**config.mk**
```make
export PLATFORM = sky130hd
export DESIGN_NAME = con_rx_port
export DESIGN_NICKNAME = d
export VERILOG_FILES = /design/src/rtl/con_rx_pkg.sv /design/src/rtl/con_rx_shaper.sv /design/src/rtl/con_rx_buf.sv /design/src/rtl/con_rx_status.sv /design/src/rtl/con_rx_port.sv
export SDC_FILE = /design/constraint.sdc
export NUM_CORES = 1
export LEC_CHECK = 0
export CORE_ASPECT_RATIO = 0.6
export CORE_MARGIN = 8
export CORE_UTILIZATION = 35
export CTS_CLUSTER_SIZE = 24
export DETAILED_ROUTE_END_ITERATION = 12
export GPL_TIMING_DRIVEN = 0
export PLACE_DENSITY = 0.83
export SYNTH_ARGS = -nofsm -noshare
export SYNTH_HDL_FRONTEND = slang
export SYNTH_HIERARCHICAL = 1
export SYNTH_SLANG_ARGS = --single-unit
```
**constraint.sdc**
```tcl
create_clock -name clk -period 1.2 [get_ports clk]
set_input_delay 0.12 -clock clk [delete_from_list [all_inputs] [get_ports clk]]
set_output_delay 0.12 -clock clk [all_outputs]
set_load 0.02 [all_outputs]
```
**src/rtl/con_rx_pkg.sv**
```systemverilog
package con_rx_pkg;
   typedef enum logic {
      SEL_CTRL = 1'b0,
      SEL_DATA = 1'b1
   } con_rx_sel_e;

   typedef struct packed {
      logic arrive;
      logic brk;
      logic rd_data;
      logic ctl_wr;
      logic w_ie;
   } con_rx_evt_t;

   function automatic logic [15:0] bit_mask16(input int unsigned pos);
      logic [15:0] m;
      m = '0;
      m[pos] = 1'b1;
      return m;
   endfunction
endpackage

```
**src/rtl/con_rx_shaper.sv**
```systemverilog
module con_rx_shaper #(
   parameter int CHAR_W     = 8,
   parameter bit ALLOW_7BIT = 1'b1
) (
   input  logic [CHAR_W-1:0] raw_ch,
   input  logic              mode8,
   output logic [CHAR_W-1:0] shaped_ch
);
   localparam int TOP = CHAR_W - 1;

   generate
      if (ALLOW_7BIT) begin : g_sel
         always_comb begin
            shaped_ch      = raw_ch;
            shaped_ch[TOP] = raw_ch[TOP] & mode8;
         end
      end else begin : g_full
         logic unused_mode;
         assign unused_mode = mode8;
         assign shaped_ch   = raw_ch;
      end
   endgenerate
endmodule

```
**src/rtl/con_rx_buf.sv**
```systemverilog
module con_rx_buf
   import con_rx_pkg::*;
#(
   parameter int DATA_W  = 16,
   parameter int CHAR_W  = 8,
   parameter int ERR_BIT = 15,
   parameter int OVR_BIT = 14,
   parameter int FRM_BIT = 13,
   parameter int BRK_BIT = 10
) (
   input  logic              clk,
   input  logic              rst_n,
   input  con_rx_evt_t       evt,
   input  logic              done,
   input  logic              mode8,
   input  logic [CHAR_W-1:0] ch,
   output logic [DATA_W-1:0] buf_q
);
   localparam logic [DATA_W-1:0] BREAK_WORD =
      DATA_W'(bit_mask16(ERR_BIT) | bit_mask16(FRM_BIT) | bit_mask16(BRK_BIT));
   localparam logic [DATA_W-1:0] OVR_WORD =
      DATA_W'(bit_mask16(ERR_BIT) | bit_mask16(OVR_BIT));
   localparam logic [DATA_W-1:0] CHAR_MASK = DATA_W'((1 << CHAR_W) - 1);

   logic [DATA_W-1:0] new_word;
   logic              overwrite;

   always_comb begin
      if (evt.brk) new_word = BREAK_WORD;
      else         new_word = DATA_W'(ch);
   end

   assign overwrite = done && !evt.rd_data;

   always_ff @(posedge clk) begin
      if (!rst_n)           buf_q <= '0;
      else if (evt.arrive)  buf_q <= new_word | (overwrite ? OVR_WORD : '0);
      else if (evt.rd_data) buf_q <= buf_q & CHAR_MASK;
   end

   AST_OVR_ON_OVERWRITE: assert property (@(posedge clk) disable iff (!rst_n)
      (evt.arrive && done && !evt.rd_data) |=> (buf_q[OVR_BIT] && buf_q[ERR_BIT]));
   AST_SEVEN_BIT: assert property (@(posedge clk) disable iff (!rst_n)
      (evt.arrive && !evt.brk && !mode8) |=> !buf_q[CHAR_W-1]);
   AST_RD_DROPS_ERR: assert property (@(posedge clk) disable iff (!rst_n)
      (evt.rd_data && !evt.arrive) |=> (buf_q[DATA_W-1:CHAR_W] == '0));
endmodule

```
**src/rtl/con_rx_status.sv**
```systemverilog
module con_rx_status
   import con_rx_pkg::*;
(
   input  logic        clk,
   input  logic        rst_n,
   input  con_rx_evt_t evt,
   input  logic        halt_en,
   output logic        done,
   output logic        ie,
   output logic        irq,
   output logic        halt_req
);
   logic ie_after;
   logic irq_n;

   assign ie_after = evt.ctl_wr ? evt.w_ie : ie;

   always_comb begin
      irq_n = irq;
      if (evt.rd_data) irq_n = 1'b0;
      if (evt.ctl_wr) begin
         if (!evt.w_ie)      irq_n = 1'b0;
         else if (done && !ie) irq_n = 1'b1;
      end
      if (evt.arrive && ie_after) irq_n = 1'b1;
   end

   always_ff @(posedge clk) begin
      if (!rst_n) begin
         done     <= 1'b0;
         ie       <= 1'b0;
         irq      <= 1'b0;
         halt_req <= 1'b0;
      end else begin
         if (evt.arrive)       done <= 1'b1;
         else if (evt.rd_data) done <= 1'b0;
         ie       <= ie_after;
         irq      <= irq_n;
         halt_req <= evt.brk && halt_en;
      end
   end

   AST_IRQ_NEEDS_DONE: assert property (@(posedge clk) disable iff (!rst_n)
      irq |-> (done && ie));
   AST_ARRIVE_SETS_DONE: assert property (@(posedge clk) disable iff (!rst_n)
      evt.arrive |=> done);
   AST_RD_CLEARS_DONE: assert property (@(posedge clk) disable iff (!rst_n)
      (evt.rd_data && !evt.arrive) |=> (!done && !irq));
   AST_IE0_CLEARS_IRQ: assert property (@(posedge clk) disable iff (!rst_n)
      (evt.ctl_wr && !evt.w_ie) |=> !irq);
   AST_LATE_ENABLE: assert property (@(posedge clk) disable iff (!rst_n)
      (evt.ctl_wr && evt.w_ie && done && !ie) |=> irq);
   AST_HALT_NEEDS_BREAK: assert property (@(posedge clk) disable iff (!rst_n)
      halt_req |-> $past(evt.brk && halt_en));
endmodule

```
**src/rtl/con_rx_port.sv**
```systemverilog
module con_rx_port
   import con_rx_pkg::*;
#(
   parameter int DATA_W     = 16,
   parameter int CHAR_W     = 8,
   parameter int DONE_BIT   = 7,
   parameter int IE_BIT     = 6,
   parameter int ERR_BIT    = 15,
   parameter int OVR_BIT    = 14,
   parameter int FRM_BIT    = 13,
   parameter int BRK_BIT    = 10,
   parameter bit ALLOW_7BIT = 1'b1
) (
   input  logic              clk,
   input  logic              rst_n,
   input  logic              rx_valid,
   input  logic [CHAR_W-1:0] rx_data,
   input  logic              rx_break,
   input  logic              halt_en,
   input  logic              mode8,
   input  logic              reg_sel,
   input  logic              reg_rd,
   input  logic              reg_wr,
   input  logic [DATA_W-1:0] reg_wdata,
   output logic [DATA_W-1:0] reg_rdata,
   output logic              irq,
   output logic              halt_req
);
   if (DATA_W != 16) begin : g_bad_width
      $error("con_rx_port: DATA_W must be 16");
   end
   if (CHAR_W > BRK_BIT || CHAR_W < 2) begin : g_bad_char
      $error("con_rx_port: CHAR_W must lie below the flag bits");
   end
   if (DONE_BIT == IE_BIT) begin : g_bad_csr
      $error("con_rx_port: DONE_BIT and IE_BIT must differ");
   end

   con_rx_evt_t       evt;
   logic [CHAR_W-1:0] shaped;
   logic [DATA_W-1:0] buf_q;
   logic              done;
   logic              ie;
   logic [DATA_W-1:0] csr_view;

   always_comb begin
      evt         = '0;
      evt.brk     = rx_break;
      evt.arrive  = rx_valid || rx_break;
      evt.rd_data = reg_rd && (reg_sel == SEL_DATA);
      evt.ctl_wr  = reg_wr && (reg_sel == SEL_CTRL);
      evt.w_ie    = reg_wdata[IE_BIT];
   end

   con_rx_shaper #(.CHAR_W(CHAR_W), .ALLOW_7BIT(ALLOW_7BIT)) i_shaper (
      .raw_ch   (rx_data),
      .mode8    (mode8),
      .shaped_ch(shaped)
   );

   con_rx_buf #(
      .DATA_W(DATA_W), .CHAR_W(CHAR_W), .ERR_BIT(ERR_BIT),
      .OVR_BIT(OVR_BIT), .FRM_BIT(FRM_BIT), .BRK_BIT(BRK_BIT)
   ) i_buf (
      .clk  (clk),
      .rst_n(rst_n),
      .evt  (evt),
      .done (done),
      .mode8(mode8),
      .ch   (shaped),
      .buf_q(buf_q)
   );

   con_rx_status i_status (
      .clk     (clk),
      .rst_n   (rst_n),
      .evt     (evt),
      .halt_en (halt_en),
      .done    (done),
      .ie      (ie),
      .irq     (irq),
      .halt_req(halt_req)
   );

   always_comb begin
      csr_view           = '0;
      csr_view[DONE_BIT] = done;
      csr_view[IE_BIT]   = ie;
   end

   assign reg_rdata = (reg_sel == SEL_DATA) ? buf_q : csr_view;

   AST_BREAK_WORD: assert property (@(posedge clk) disable iff (!rst_n)
      rx_break |=> (buf_q[ERR_BIT] && buf_q[FRM_BIT] && buf_q[BRK_BIT]
                    && buf_q[CHAR_W-1:0] == '0));
   AST_CSR_WRITE_IE: assert property (@(posedge clk) disable iff (!rst_n)
      (reg_wr && reg_sel == SEL_CTRL) |=> (ie == $past(reg_wdata[IE_BIT])));
endmodule

```
==> Word-level counts from Yosys, hierarchy flattened <==
Index checks and enable logic that the tools add are counted.
W data, S select, Z words.
{ "word_totals": {"regBits": 20, "input_bits": 33, "output_inout_bits": 18, "wordCells": 32} }
{ "op_classes": {"n_mux": 13, "bitwise_logic": 3, "n_reduce_logical": 10} }
{ "ops": {"columns": ["operator", "count"], "rows": [
  ["$mux W16", 5],
  ["$or A16 B16 Y16", 1],
  ["$mux W1", 8],
  ["$logic_and A1 B1 Y1", 6],
  ["$logic_not A1 Y1", 2],
  ["$reduce_bool A2 Y1", 1],
  ["$and A1 B1 Y1", 1],
  ["$logic_or A1 B1 Y1", 1],
  ["$not A1 Y1", 1]
]} }

==> Logic depth before layout (Yosys ltp) <==
{ "logic_depth": {"ltp_word": 6, "ltp_mapped": 5} }

==> Hierarchy <==
The synthesis kept the hierarchy.
{ "modules_own_cells": {"columns": ["module", "n_inst", "cells_each", "area_per_inst_um2"], "rows": [
  ["con_rx_buf", 1, 53, 529.3],
  ["con_rx_status", 1, 16, 165.2],
  ["con_rx_port", 1, 20, 136.4],
  ["con_rx_shaper", 1, 8, 58.8]
]} }

==> Worst setup path after synthesis <==
OpenSTA, ideal clock, no wires.
{ "synth_path": {"path_kind": "input -> register", "from": "in rx_break", "to": "reg i_buf.buf_q[13]", "setup_ps": 66, "arrival_ps": 964, "path_slack_ps": 170, "path_stages": 3, "cell_sequence": "or2_2 -> or3b_1 -> a21boi_2"} }
{ "synth_via": {"elab_chain_cells": 3, "elab_cells_between_ends": 5, "cone_classes": "mux: 2; bitwise: 1; reduce/logical: 2"} }
{ "synth_lines": {"columns": ["item", "line", "source"], "rows": [
  ["start: declaration", "con_rx_port.sv:18", "input logic rx_break,"],
  ["$mux W16", "con_rx_buf.sv:29", "if (evt.brk) new_word = BREAK_WORD;"],
  ["$or A16 B16 Y16", "con_rx_buf.sv:37", "else if (evt.arrive) buf_q <= new_word | (overwrite ? OVR_WORD : '0);"],
  ["$mux W16", "con_rx_buf.sv:37", null],
  ["end signal: assignment", "con_rx_buf.sv:37", null],
  ["end signal: assignment", "con_rx_buf.sv:38", "else if (evt.rd_data) buf_q <= buf_q & CHAR_MASK;"],
  ["end: declaration", "con_rx_buf.sv:17", "output logic [DATA_W-1:0] buf_q"]
]} }
Several ways; a longest one is shown, not always the timed one.
A chain may end at the register's enable or synchronous reset.

==> flow_metrics.tcl <==
set metrics [dict create \
    run_status "finished clean" \
    grt_first_pass_wirelength_um 3570 \
    fill_cells 246 \
    yosysWarnings 6 \
    dr.pass1.iters 2 \
    synthCells 97 \
    gp_congestion 0.785 \
    synthTopCellsByArea "dfxtp_1, and2_1, buf_4" \
    cts_tree "built" \
    vias 709 \
    post-route-period-util_pct 95.5 \
    fin_crit_ns 1.15 \
    coreArea_um2 2450 \
    track_usage_pct 10.5 \
    via_per_inst 4.43 \
    critPathLaunchType "input port" \
    area_growth_pct 32.2 \
    clkTransAtPathRegs_ns 0.06 \
    rsz0062_at_grt "false" \
    ant_nets 0 \
    yosysTopAreaCell "dfxtp_1" \
    dieWidth_um 81.1 \
    num_rows 14 \
    fmax_ghz 0.872 \
    die_area_um2 4460 \
    slew_violations 0 \
    p_leak_nw 0.520 \
    insertion_delay_ns 0.24 \
    yosysUniqueCellTypes 25 \
    clockRootBuffer "clkbuf_8" \
    drt_iter0_markers 28 \
    clkSinkCount 15 \
    drive_above_1_share_pct 28.9 \
    htree_levels 1 \
    nNetsFinal 162 \
    finalSetupViolations 0 \
    hold_violations 0 \
    hp-class "in -> reg" \
    diodes 0 \
    cts_buffer_depth 2 \
    port_buffers 24 \
    ys_seq_area_share_pct 33.8 \
    fp.dieH_um 55.1 \
    ff_latch_area_um2 300 \
    route.detailed.drc 0 \
    peakVddDrop_mv 0.628 \
    synth_ff_type "dfxtp_1" \
    cp.required_ns 1.33 \
    grt_overflow 0 \
    io_pins 51 \
    post_cts_buffers 0 \
    netlist_top_cells_count "and2_1, dfxtp_1, buf_4, nand2b_1" \
    multi_input_area_um2 475 \
    power_per_cell_area_nw_per_um2 1010 \
    grt_pass1_vias 746 \
    cts_hold_buf 0 \
    whs_ns 0.157 \
    cts_buffers 3 \
    ctsResizeCount 30 \
    initial_core_util_pct 36.3 \
    grt_max_degree 13 \
    synth_most_common_cell "and2_1" \
    syn_area_per_cell_um2 9.17 \
    async_flop_share_pct 0 \
    max_cap_viol_count 0 \
    cp_max_fo 10 \
    critPathCaptureType "register" \
    syn_area_um2 890 \
    crit_type "in -> reg" \
    wl_per_cell_um 13.7 \
    tns_ns 0 \
    drt-total-wl_um 2200 \
    ys_ff_latch 15 \
    critPathArrivalTime_ns 1.28 \
    fin_skew_ns 0.00441 \
    synth_top_area_share_pct 33.8 \
    grt_antenna_before_repair 0 \
    synth_enable_flop_cells 0 \
    final_core_util_pct 48.0 \
]
==> worst paths after layout <==
kind,from,end,slack (ns),depth (start not counted)
worst max-delay path,rx_valid,i_buf/buf_q[15],0.05,5
worst min-delay path,rx_data[3],i_buf/buf_q[3],0.16,3
worst max register to register,i_buf/buf_q[13],i_buf/buf_q[13],0.30,2
worst min register to register,i_buf/buf_q[7],i_buf/buf_q[7],0.46,2
==> per-stage QoR <==
stage / std cells / worst slack, ns / total power [mW] / cell area, um2
after floorplan: 100 / 0.170 / 0.716 / 901
after global placement: 156 / -0.666 / 0.810 / 1180
after detailed placement: 156 / -0.712 / 0.821 / 1180
after CTS: 160 / 0.00203 / 1.21 / 1200
after global routing: 160 / 0.00487 / 1.27 / 1180
final: 160 / 0.0534 / 1.19 / 1180
==> registers in the layout (all words and copies together), names as in the netlist <==
name	flops
i_status/ie	1
i_status/halt_req	1
i_status/done	1
i_status/irq	1
i_buf/buf_q	11
==> kinds of logic after synthesis <==
group,count (synthesis),synth area share (%)
flops,15,33.8
simple gates,48,36.0
buf+inv,17,14.3
other cells,1,0.422
mux,4,4.78
compound gates,12,10.7
==> worst max-delay path, cell delays in order <==
cell	delay [ns]
clkdlybuf4s50_1	0.40
or2_4	0.26
buf_6	0.15
buf_6	0.14
o221a_1	0.21
==> layer usage <==
metal / global-route usage [%] / up-vias / routed length, um
met5: 0 / - / 0
met4: 5.00 / 0 / 23
met3: 2.74 / 2 / 131
met2: 19.2 / 22 / 1090
met1: 11.6 / 320 / 951
li1: - / 365 / -
==> cell usage in the layout, fill, tap and decap left out <==
master           count
clkdlybuf4s50_1      8
nand3b_1             8
nor2b_2              1
nor3_1               1
clkbuf_2             8
buf_4               13
nand2b_1             9
clkdlybuf4s18_2      1
o221a_1              1
a21boi_2             1
nand2_1              1
nor3b_1              1
mux2i_1              2
dlygate4sd2_1        3
buf_2                3
dfxtp_1             15
or3b_1               1
and3_1               1
inv_1                1
buf_6                2
o21ai_0              1
or2_4                1
clkbuf_8             3
clkdlybuf4s15_1      2
nor3_2               2
a21boi_1             8
conb_1               4
o21a_1               1
nor2b_1              6
mux2_2               2
and2_1              16
clkbuf_1             1
==> power breakdown <==
part	switching [mW]	internal [mW]
registers	0.0130	0.525
clock network	0.163	0.235
logic	0.121	0.136
total	0.297	0.895
==> cell type report <==
type | instances | area share (%)
repair buffers | 24 | 15.9
multi-input cells | 68 | 40.4
flip-flops and latches | 15 | 25.5
well taps | 32 | 3.40
inverters | 1 | 0.319
plain buffers | 16 | 10.6
clock buffers | 4 | 3.83
No activity file was read; power rests on OpenSTA's default activity.
